==> src/rtl/atan2_pkg.sv <==
// Shared constants and types for the atan2 front end.
// Assumes IEEE754 binary32 operands.
package atan2_pkg;
    localparam int EXP_W  = 8;
    localparam int MAN_W  = 23;
    localparam int WORD_W = 1 + EXP_W + MAN_W;
    localparam int OFS_W  = 3;

    // Magnitude encodings (sign bit clear) of the angle constants.
    localparam logic [WORD_W-1:0] K_PI      = 32'h40490FDB;
    localparam logic [WORD_W-1:0] K_HALF_PI = 32'h3FC90FDB;
    localparam logic [WORD_W-1:0] K_QTR_PI  = 32'h3F490FDB;
    localparam logic [WORD_W-1:0] K_3QTR_PI = 32'h4016CBE4;
    localparam logic [WORD_W-1:0] K_ZERO    = '0;

    // Constant offset added after the core arctangent.
    typedef enum logic [OFS_W-1:0] {
        OFS_NONE     = 3'd0,
        OFS_HALF_POS = 3'd1,
        OFS_HALF_NEG = 3'd2,
        OFS_FULL_POS = 3'd3,
        OFS_FULL_NEG = 3'd4
    } offset_e;

    // Operand classification.
    typedef struct packed {
        logic is_nan;
        logic is_inf;
        logic is_zero;
        logic neg;
    } op_class_t;
endpackage

==> src/rtl/atan2_classify.sv <==
// Classifies one floating-point operand as NaN, infinity or zero, and
// extracts its sign. Denormals come out as finite and nonzero.
// Purely combinational.
module atan2_classify
    import atan2_pkg::*;
#(
    parameter int E_W = EXP_W,
    parameter int M_W = MAN_W
) (
    input  logic [E_W+M_W:0] op,
    output op_class_t        cls
);
    localparam logic [E_W-1:0] EXP_ONES = '1;

    logic [E_W-1:0] exp_f;
    logic [M_W-1:0] man_f;

    // Split the operand into fields and decode its class.
    always_comb begin
        exp_f       = op[E_W+M_W-1:M_W];
        man_f       = op[M_W-1:0];
        cls.is_nan  = (exp_f == EXP_ONES) && (man_f != '0);
        cls.is_inf  = (exp_f == EXP_ONES) && (man_f == '0);
        cls.is_zero = (op[E_W+M_W-1:0] == '0);
        cls.neg     = op[E_W+M_W];
    end
endmodule

==> src/rtl/atan2_special.sv <==
// Resolves the fixed-answer cases of atan2(y, x), applying the rules in
// strict priority order: NaN propagation, infinite x, infinite y,
// zero x, zero y, then equal magnitudes. Assumes the operand classes
// come from atan2_classify. Purely combinational.
module atan2_special
    import atan2_pkg::*;
#(
    parameter int W   = WORD_W,
    parameter int M_W = MAN_W
) (
    input  logic [W-1:0] y,
    input  logic [W-1:0] x,
    input  op_class_t    cy,
    input  op_class_t    cx,
    output logic         hit,
    output logic [W-1:0] result
);
    logic [W-1:0] mag;
    logic         mag_eq;
    logic         y_fin_nz;

    // Choose the special answer; the sign is taken from y unless a NaN is propagated.
    always_comb begin
        hit      = 1'b1;
        mag      = K_ZERO;
        result   = K_ZERO;
        mag_eq   = (y[W-2:0] == x[W-2:0]);
        y_fin_nz = !cy.is_inf && !cy.is_zero;
        if (cx.is_nan) begin
            result          = x;
            result[M_W-1]   = 1'b1;
        end else if (cy.is_nan) begin
            result          = y;
            result[M_W-1]   = 1'b1;
        end else begin
            if (cx.is_inf && !cx.neg)
                mag = cy.is_inf ? K_QTR_PI : K_ZERO;
            else if (cx.is_inf && cx.neg)
                mag = cy.is_inf ? K_3QTR_PI : K_PI;
            else if (cy.is_inf)
                mag = K_HALF_PI;
            else if (cx.is_zero && y_fin_nz)
                mag = K_HALF_PI;
            else if (cy.is_zero)
                mag = cx.neg ? K_PI : K_ZERO;
            else if (mag_eq)
                mag = cx.neg ? K_3QTR_PI : K_QTR_PI;
            else
                hit = 1'b0;
            result = hit ? {cy.neg, mag[W-2:0]} : K_ZERO;
        end
    end
endmodule

==> src/rtl/atan2_octant.sv <==
// Builds the reduction descriptor for finite, nonzero operands with
// unequal magnitudes. The larger magnitude is always the divisor, so the
// core argument stays inside [-1, 1]. For IEEE finite values the
// magnitude order equals the unsigned order of bits W-2:0. The output
// has no meaning for special operands; the top gates it off then.
module atan2_octant
    import atan2_pkg::*;
#(
    parameter int W = WORD_W
) (
    input  logic [W-1:0] y,
    input  logic [W-1:0] x,
    output logic         swap,
    output offset_e      offset,
    output logic         negate
);
    logic y_steep;

    // Pick the quotient orientation and the pi-multiple offset.
    always_comb begin
        y_steep = (y[W-2:0] > x[W-2:0]);
        if (y_steep) begin
            swap   = 1'b1;
            negate = 1'b1;
            offset = y[W-1] ? OFS_HALF_NEG : OFS_HALF_POS;
        end else begin
            swap   = 1'b0;
            negate = 1'b0;
            if (!x[W-1])
                offset = OFS_NONE;
            else
                offset = y[W-1] ? OFS_FULL_NEG : OFS_FULL_POS;
        end
    end
endmodule

==> src/rtl/atan2_front.sv <==
// Front end of a binary32 atan2 unit: classifies both operands, resolves
// the special-value table, and otherwise emits a reduction descriptor.
// One register stage, synchronous active-low reset. Outputs hold while
// in_valid is low.
module atan2_front
    import atan2_pkg::*;
(
    input  logic        clk,
    input  logic        rst_n,
    input  logic        in_valid,
    input  logic [31:0] in_y,
    input  logic [31:0] in_x,
    output logic        out_valid,
    output logic        out_special,
    output logic [31:0] out_result,
    output logic        out_swap,
    output logic [2:0]  out_offset,
    output logic        out_negate
);
    localparam int N_OPS = 2;

    logic [WORD_W-1:0] ops [N_OPS];
    op_class_t         cls [N_OPS];

    logic              sp_hit;
    logic [WORD_W-1:0] sp_result;
    logic              oc_swap;
    offset_e           oc_offset;
    logic              oc_negate;

    // Operand 0 is y, operand 1 is x.
    always_comb begin
        ops[0] = in_y;
        ops[1] = in_x;
    end

    for (genvar g = 0; g < N_OPS; g++) begin : g_cls
        atan2_classify #(.E_W(EXP_W), .M_W(MAN_W)) u_cls (
            .op  (ops[g]),
            .cls (cls[g])
        );
    end

    atan2_special #(.W(WORD_W), .M_W(MAN_W)) u_special (
        .y      (in_y),
        .x      (in_x),
        .cy     (cls[0]),
        .cx     (cls[1]),
        .hit    (sp_hit),
        .result (sp_result)
    );

    atan2_octant #(.W(WORD_W)) u_octant (
        .y      (in_y),
        .x      (in_x),
        .swap   (oc_swap),
        .offset (oc_offset),
        .negate (oc_negate)
    );

    // Output register: captures a new answer on each valid input.
    always_ff @(posedge clk) begin
        if (!rst_n) begin
            out_valid   <= 1'b0;
            out_special <= 1'b0;
            out_result  <= '0;
            out_swap    <= 1'b0;
            out_offset  <= OFS_NONE;
            out_negate  <= 1'b0;
        end else begin
            out_valid <= in_valid;
            if (in_valid) begin
                out_special <= sp_hit;
                out_result  <= sp_result;
                out_swap    <= sp_hit ? 1'b0 : oc_swap;
                out_offset  <= sp_hit ? OFS_NONE : oc_offset;
                out_negate  <= sp_hit ? 1'b0 : oc_negate;
            end
        end
    end

    // valid is a one-cycle delay of the input strobe.
    a_r2_valid_delay: assert property (@(posedge clk) disable iff (!rst_n)
        in_valid |=> out_valid);
    a_r2_idle_delay: assert property (@(posedge clk) disable iff (!rst_n)
        !in_valid |=> !out_valid);
    // data holds across idle cycles.
    a_r2_hold: assert property (@(posedge clk) disable iff (!rst_n)
        !in_valid |=> ($stable(out_result) && $stable(out_special) && $stable(out_offset)));
    // a NaN abscissa yields a quiet NaN result.
    a_r3_nan_quiet: assert property (@(posedge clk) disable iff (!rst_n)
        (in_valid && cls[1].is_nan) |=> (out_special && out_result[22] && (out_result[30:23] == 8'hFF)));
    // special results carry no descriptor.
    a_r12_desc_clear: assert property (@(posedge clk) disable iff (!rst_n)
        (out_valid && out_special) |-> (!out_swap && (out_offset == 3'd0) && !out_negate));
    // descriptors carry no result word.
    a_r12_result_clear: assert property (@(posedge clk) disable iff (!rst_n)
        (out_valid && !out_special) |-> (out_result == 32'h0));
    // a swapped quotient is always negated.
    a_r11_swap_negate: assert property (@(posedge clk) disable iff (!rst_n)
        (out_valid && out_swap) |-> out_negate);
endmodule

==> config.mk <==
export PLATFORM = sky130hd
export DESIGN_NAME = atan2_front
export DESIGN_NICKNAME = d
export VERILOG_FILES = /design/src/rtl/atan2_pkg.sv /design/src/rtl/atan2_classify.sv /design/src/rtl/atan2_special.sv /design/src/rtl/atan2_octant.sv /design/src/rtl/atan2_front.sv
export SDC_FILE = /design/constraint.sdc
export NUM_CORES = 1
export LEC_CHECK = 0
export ABC_AREA = 1
export BUFFER_PORTS_ARGS = -buffer_cell sky130_fd_sc_hd__buf_2
export CAP_MARGIN = 20
export CORE_UTILIZATION = 30
export DETAILED_ROUTE_END_ITERATION = 12
export GPL_TIMING_DRIVEN = 0
export PLACE_DENSITY = 0.63
export SLEW_MARGIN = 20
export SYNTH_ARGS = -nofsm -noshare
export SYNTH_HDL_FRONTEND = slang
export SYNTH_SLANG_ARGS = --single-unit
==> constraint.sdc <==
create_clock -name clk -period 1.9 [get_ports clk]
set_input_delay 0.19 -clock clk [delete_from_list [all_inputs] [get_ports clk]]
set_output_delay 0.19 -clock clk [all_outputs]
set_load 0.05 [all_outputs]
# [After elaboration in Yosys (flattened, before gate mapping)]
# Cells that the tools add are included.
[totals] regBits=38 inputBits=67
[op_classes] magnitude_cmp=1 n_eq_ne=3 mux=30 reduce_logical=17
[ops] operator="$mux 31" n=8
[ops] operator="$mux 32" n=3
[ops] operator="$logic_not 31->1" n=2
[ops] operator="$logic_not 23->1" n=2
[ops] operator="$reduce_bool 23->1" n=2
[ops] operator="$eq 31x31->1" n=1
[ops] operator="$gt 31x31->1" n=1
[ops] operator="$mux 30" n=1
[ops] operator="$mux 23" n=1
[ops] operator="$eq 8x8->1 const B" n=2
[ops] operator="$mux 1" n=12
[ops] operator="$mux 3" n=4
[ops] operator="$logic_and 1x1->1" n=8
[ops] operator="$logic_not 1->1" n=3
[ops] operator="$mux 2" n=1

# [Depth between registers and ports, before layout]
[depth] depth_word=14 mapped_depth=17 mapped_depth_nobuf=17

# [Modules after synthesis]
# A second synthesis with hierarchy kept.
[unflattened] cells_unflattened=734 hier_area_um2=4152.7
[modules_own_cells] mod="atan2_special" instances=1 cells_each=312 area_each_um2=1422.6 seq_area_each_um2=0.0
[modules_own_cells] mod="atan2_front" instances=1 cells_each=169 area_each_um2=1371.3 seq_area_each_um2=780.7
[modules_own_cells] mod="atan2_octant" instances=1 cells_each=169 area_each_um2=973.4 seq_area_each_um2=0.0
[modules_own_cells] mod="atan2_classify" instances=2 cells_each=42 area_each_um2=192.7 seq_area_each_um2=0.0

# [Worst setup path after synthesis]
# No wires, ideal clock.
[synth_path] kind="input-to-reg" start="input port in_x[18]" end="register out_result[2]" setup_ns=0.138 arrival_ns=1.528 slack_ns=0.234 stages=15 path_buffers=0 path_cell_list="inv_1 > ha_1 > nand2_1 > nor2_1 > and2_1 > nand2_1 > nor2_2 > nor2_1 > inv_1 > nor2_4 > nor2_4 > nand3_4 > nand2_1 > nand2_1 > a21oi_1"
[synth_between] elab_chain_len=12 elab_cells_between_ends=26
[synth_lines] element="from (decl)" line_no="atan2_front.sv:12" rtl="input logic [31:0] in_x,"
[synth_lines] element="$eq 31x31->1" line_no="atan2_special.sv:27" rtl="mag_eq = (y[W-2:0] == x[W-2:0]);"
[synth_lines] element="$mux 1" line_no="atan2_special.sv:46" rtl="else if (mag_eq)"
[synth_lines] element="$mux 1" line_no="atan2_special.sv:44" rtl="else if (cy.is_zero)"
[synth_lines] element="$mux 1" line_no="atan2_special.sv:42" rtl="else if (cx.is_zero && y_fin_nz)"
[synth_lines] element="$mux 1" line_no="atan2_special.sv:40" rtl="else if (cy.is_inf)"
[synth_lines] element="$mux 1" line_no="atan2_special.sv:38" rtl="else if (cx.is_inf && cx.neg)"
[synth_lines] element="$mux 1" line_no="atan2_special.sv:36" rtl="if (cx.is_inf && !cx.neg)"
[synth_lines] element="$mux 1" line_no="atan2_special.sv:32" rtl="end else if (cy.is_nan) begin"
[synth_lines] element="$mux 1" line_no="atan2_special.sv:29" rtl="if (cx.is_nan) begin"
[synth_lines] element="$mux 32" line_no="atan2_special.sv:50" rtl="result = hit ? {cy.neg, mag[W-2:0]} : K_ZERO;"
[synth_lines] element="$mux 32" line_no="atan2_special.sv:32"
[synth_lines] element="$mux 32 *" line_no="atan2_special.sv:29"
[synth_lines] element="to (signal assigned)" line_no="atan2_front.sv:74" rtl="out_result <= sp_result;"
[synth_lines] element="to (decl)" line_no="atan2_front.sv:15" rtl="output logic [31:0] out_result,"
# Mark *: on every way between the ends. The rest lies on a longest branch, timed or not. The select of a mux whose other input is x is not followed.
# A chain may end at the register's enable or synchronous reset.

# [Worst setup path in the final report]
[layout_path] start="input port in_x[17]" end="register out_result[3]"
# The elaborated chain is that of the path after synthesis.

==> flow_summary.ini <==
[status]
status = complete, no violations

[worst_setup_path]
crit_fanout = 7
cpPeakStageDelay_ps = 280
cpMaxStageDelayCell = ha_1
crit_path_cell_trace = buf_2 -> inv_1 -> ha_1 -> nand2_2 -> nor2_4 -> and2_4 -> nand2_2 -> nor2_4 -> and2_4 -> nand2_1 -> nand2_1 -> nand2_2 -> nand2_2 -> nand2_4 -> nand2_1 -> nand2_1 -> a21oi_2
cp-end-kind = register
start_kind = primary input
critical_path_arrival_ps = 2010
path_class = in -> reg
worst_ep_required_time_ps = 2110
cp_top_family = simple AND/OR/NAND/NOR gates
cp_num_buf_inv = 2

[layout]
final_nets = 800
drive_gt1_share_pct = 28.7
antenna_cells = 0
fillers = 1298
area_growth_pct = 28.5

[grt]
grt_max_degree = 13
grt_pass1_vias = 3553
grt_pass1_wl_um = 17800
antenna_found_initial = 0
grt_overflow = 0
grtUsageTotal_pct = 18.1

[route]
dr.pass1.iters = 5
dr.first_iter.drc_count = 199
wire_per_inst_um = 13.1
vias = 3861
antenna_left = 0
vias_per_cell = 4.56
drc = 0
wl_um = 11100

[cts]
hold_buffers = 0
clkTransAtPathRegs_ps = 50
cts-buffers-inserted = 5
cts.sinks = 38
tritoncts = done
clock-root-buffer = clkbuf_16
ctsHtreeMaxLevel = 2
clock_latency_ps = 280
ctsLongestPathBuffers = 2

[die]
die_w_um = 110
initial_core_util_pct = 30.9
core_um2 = 11400
num_rows = 39
die_h_um = 110
dieArea_um2 = 12200
io_pins = 106

[synthesis]
synth_nets = 688
ys_seq_elements = 38
ys_warn_count = 0
synth_cell_type_count = 31
syn_area_per_cell_um2 = 5.98
syn_inst = 590
synthesis.area_um2 = 3530
yosysSeqAreaShare_pct = 21.6

[timing]
final-setup-viol-count = 0
finalCritPeriodShare_pct = 94.6
fin_tns_setup_ps = 0
final.setup_skew_ps = 0
slew_headroom_pct = 62.0
worstMarginPinSlew_ps = 570
slew_violations = 0
period_minus_slack_ps = 1800
max_clock_freq_mhz = 556
hold_viol = 0

[pwr]
ir_drop_mv = 0.606
p_per_area_nw_per_um2 = 508
p_total_mw = 2.30
leakage_nw = 2.44

[place]
gp_congestion = 0.901
dp_hpwl_um = 9340
io_buffers = 104

[job]
drv_cap = 0

[worst_hold_path]
hp-class = in -> reg
path summary, 6_finish.rpt:
kind	startpoint	to	slack (ps)	cells past startpoint
max	in_x[17]	out_result[3]	100	17
min	rst_n	out_special	210	3
max reg2reg	out_result[31]	out_result[31]	1160	4
min reg2reg	out_offset[0]	out_offset[0]	460	2
registers in the layout, indices dropped and copies added, names as in the netlist:
name / flops
out_result: 32
out_special: 1
out_negate: 1
out_offset: 3
out_valid: 1
kinds of logic (layout without fill, tap and decap cells):
logic type,after synthesis,count (layout),share of synthesized area [%]
flip-flops,38,38,21.6
AND/OR/NAND/NOR,308,308,39.2
AO/OA/AOI/OAI,91,91,14.9
adder cells (fa/ha/maj),31,31,11.0
buffers and inverters,122,235,13.3
through the flow:
| step | setup WS (ps) | instance area, um^2 | instances | hold WS, ps | util (%) |
|---|---|---|---|---|---|
| floorplan | 234 | 3530 | 590 | 302 | - |
| global placement | -200 | 4230 | 837 | 454 | 37.0 |
| detailed placement | -225 | 4230 | 837 | 455 | 37.0 |
| CTS | 70.6 | 4390 | 845 | 197 | 38.5 |
| global route | -37.4 | 4530 | 846 | 215 | 39.7 |
| finish | 102 | 4530 | 846 | 205 | 39.7 |
where the power goes:
part,leakage (nW),internal [mW],switching (mW)
logic,2.05,0.200,0.365
registers,0.308,0.810,0.00566
clock network,0.0836,0.613,0.306
total,2.44,1.62,0.677
Yosys cell counts:
master    count  area share, %
nand2_1     174             19
inv_1       101             11
nor2_1       60            6.4
dfxtp_1      38             22
o21ai_0      37            5.3
a21oi_1      34            4.8
ha_1         31             11
nand3_1      19            2.7
a21oi_2      13            3.2
nand2_2      13            2.3
nand4_1      11            2.0
nor2_2       10            1.8
clkbuf_1      9           0.96
inv_2         5           0.53
nor2_4        5            1.6
buf_2         4           0.57
nor3_1        4           0.57
nand2_4       3           0.96
nand3_2       3           0.85
a211oi_1      2           0.43
and2_1        2           0.35
buf_4         2           0.43
o211ai_1      2           0.43
clkinv_1      1           0.11
nand3_4       1           0.50
nand3b_1      1           0.21
nand4_2       1           0.35
o21ai_2       1           0.25
o221ai_1      1           0.25
o31ai_1       1           0.21
or2_2         1           0.18
cell usage in the layout (no fill, tap or decap), types with 9 or more instances in the layout:
cell      instances
nand4_1          11
nor2_2           13
nand2_1         164
inv_1            98
nand2_2          23
nand3_1          19
ha_1             25
a21oi_1          34
buf_2           108
a21oi_2          13
dfxtp_1          38
nor2_1           55
o21ai_0          37
clkbuf_1          9
routing by layer:
metal / vias to the layer above / GRT usage [%] / part of all wire, %
li1: 2071 / - / -
met5: - / 0 / 0
met3: 9 / 1.59 / 3.7
met1: 1675 / 24.7 / 49
met2: 106 / 30.5 / 46
met4: 0 / 4.80 / 1.2
what timing repair did:
| item | in CTS | in global routing |
|---|---|---|
| endpoints found under the setup margin | 0 | 29 |
| setup buffers | 0 | 1 |
| resized for setup | 0 | 30 |
final cells by class:
type / instances / area [um^2] / share of cell area [%]
Sequential cell: 38 / 761 / 16.8
Inverter: 107 / 402 / 8.86
Timing Repair Buffer: 105 / 528 / 11.7
Multi-Input combinational cell: 430 / 2430 / 53.6
Clock inverter: 3 / 40.0 / 0.884
Buffer: 15 / 68.8 / 1.52
Clock buffer: 5 / 125 / 2.76
Tap cell: 143 / 179 / 3.95
tightest hold or removal path, delay by kind of cell:
family          cells  cell delay [ps]
compound gates      1               70
buf+inv             2              180
(Power assumes the default switching activity.)
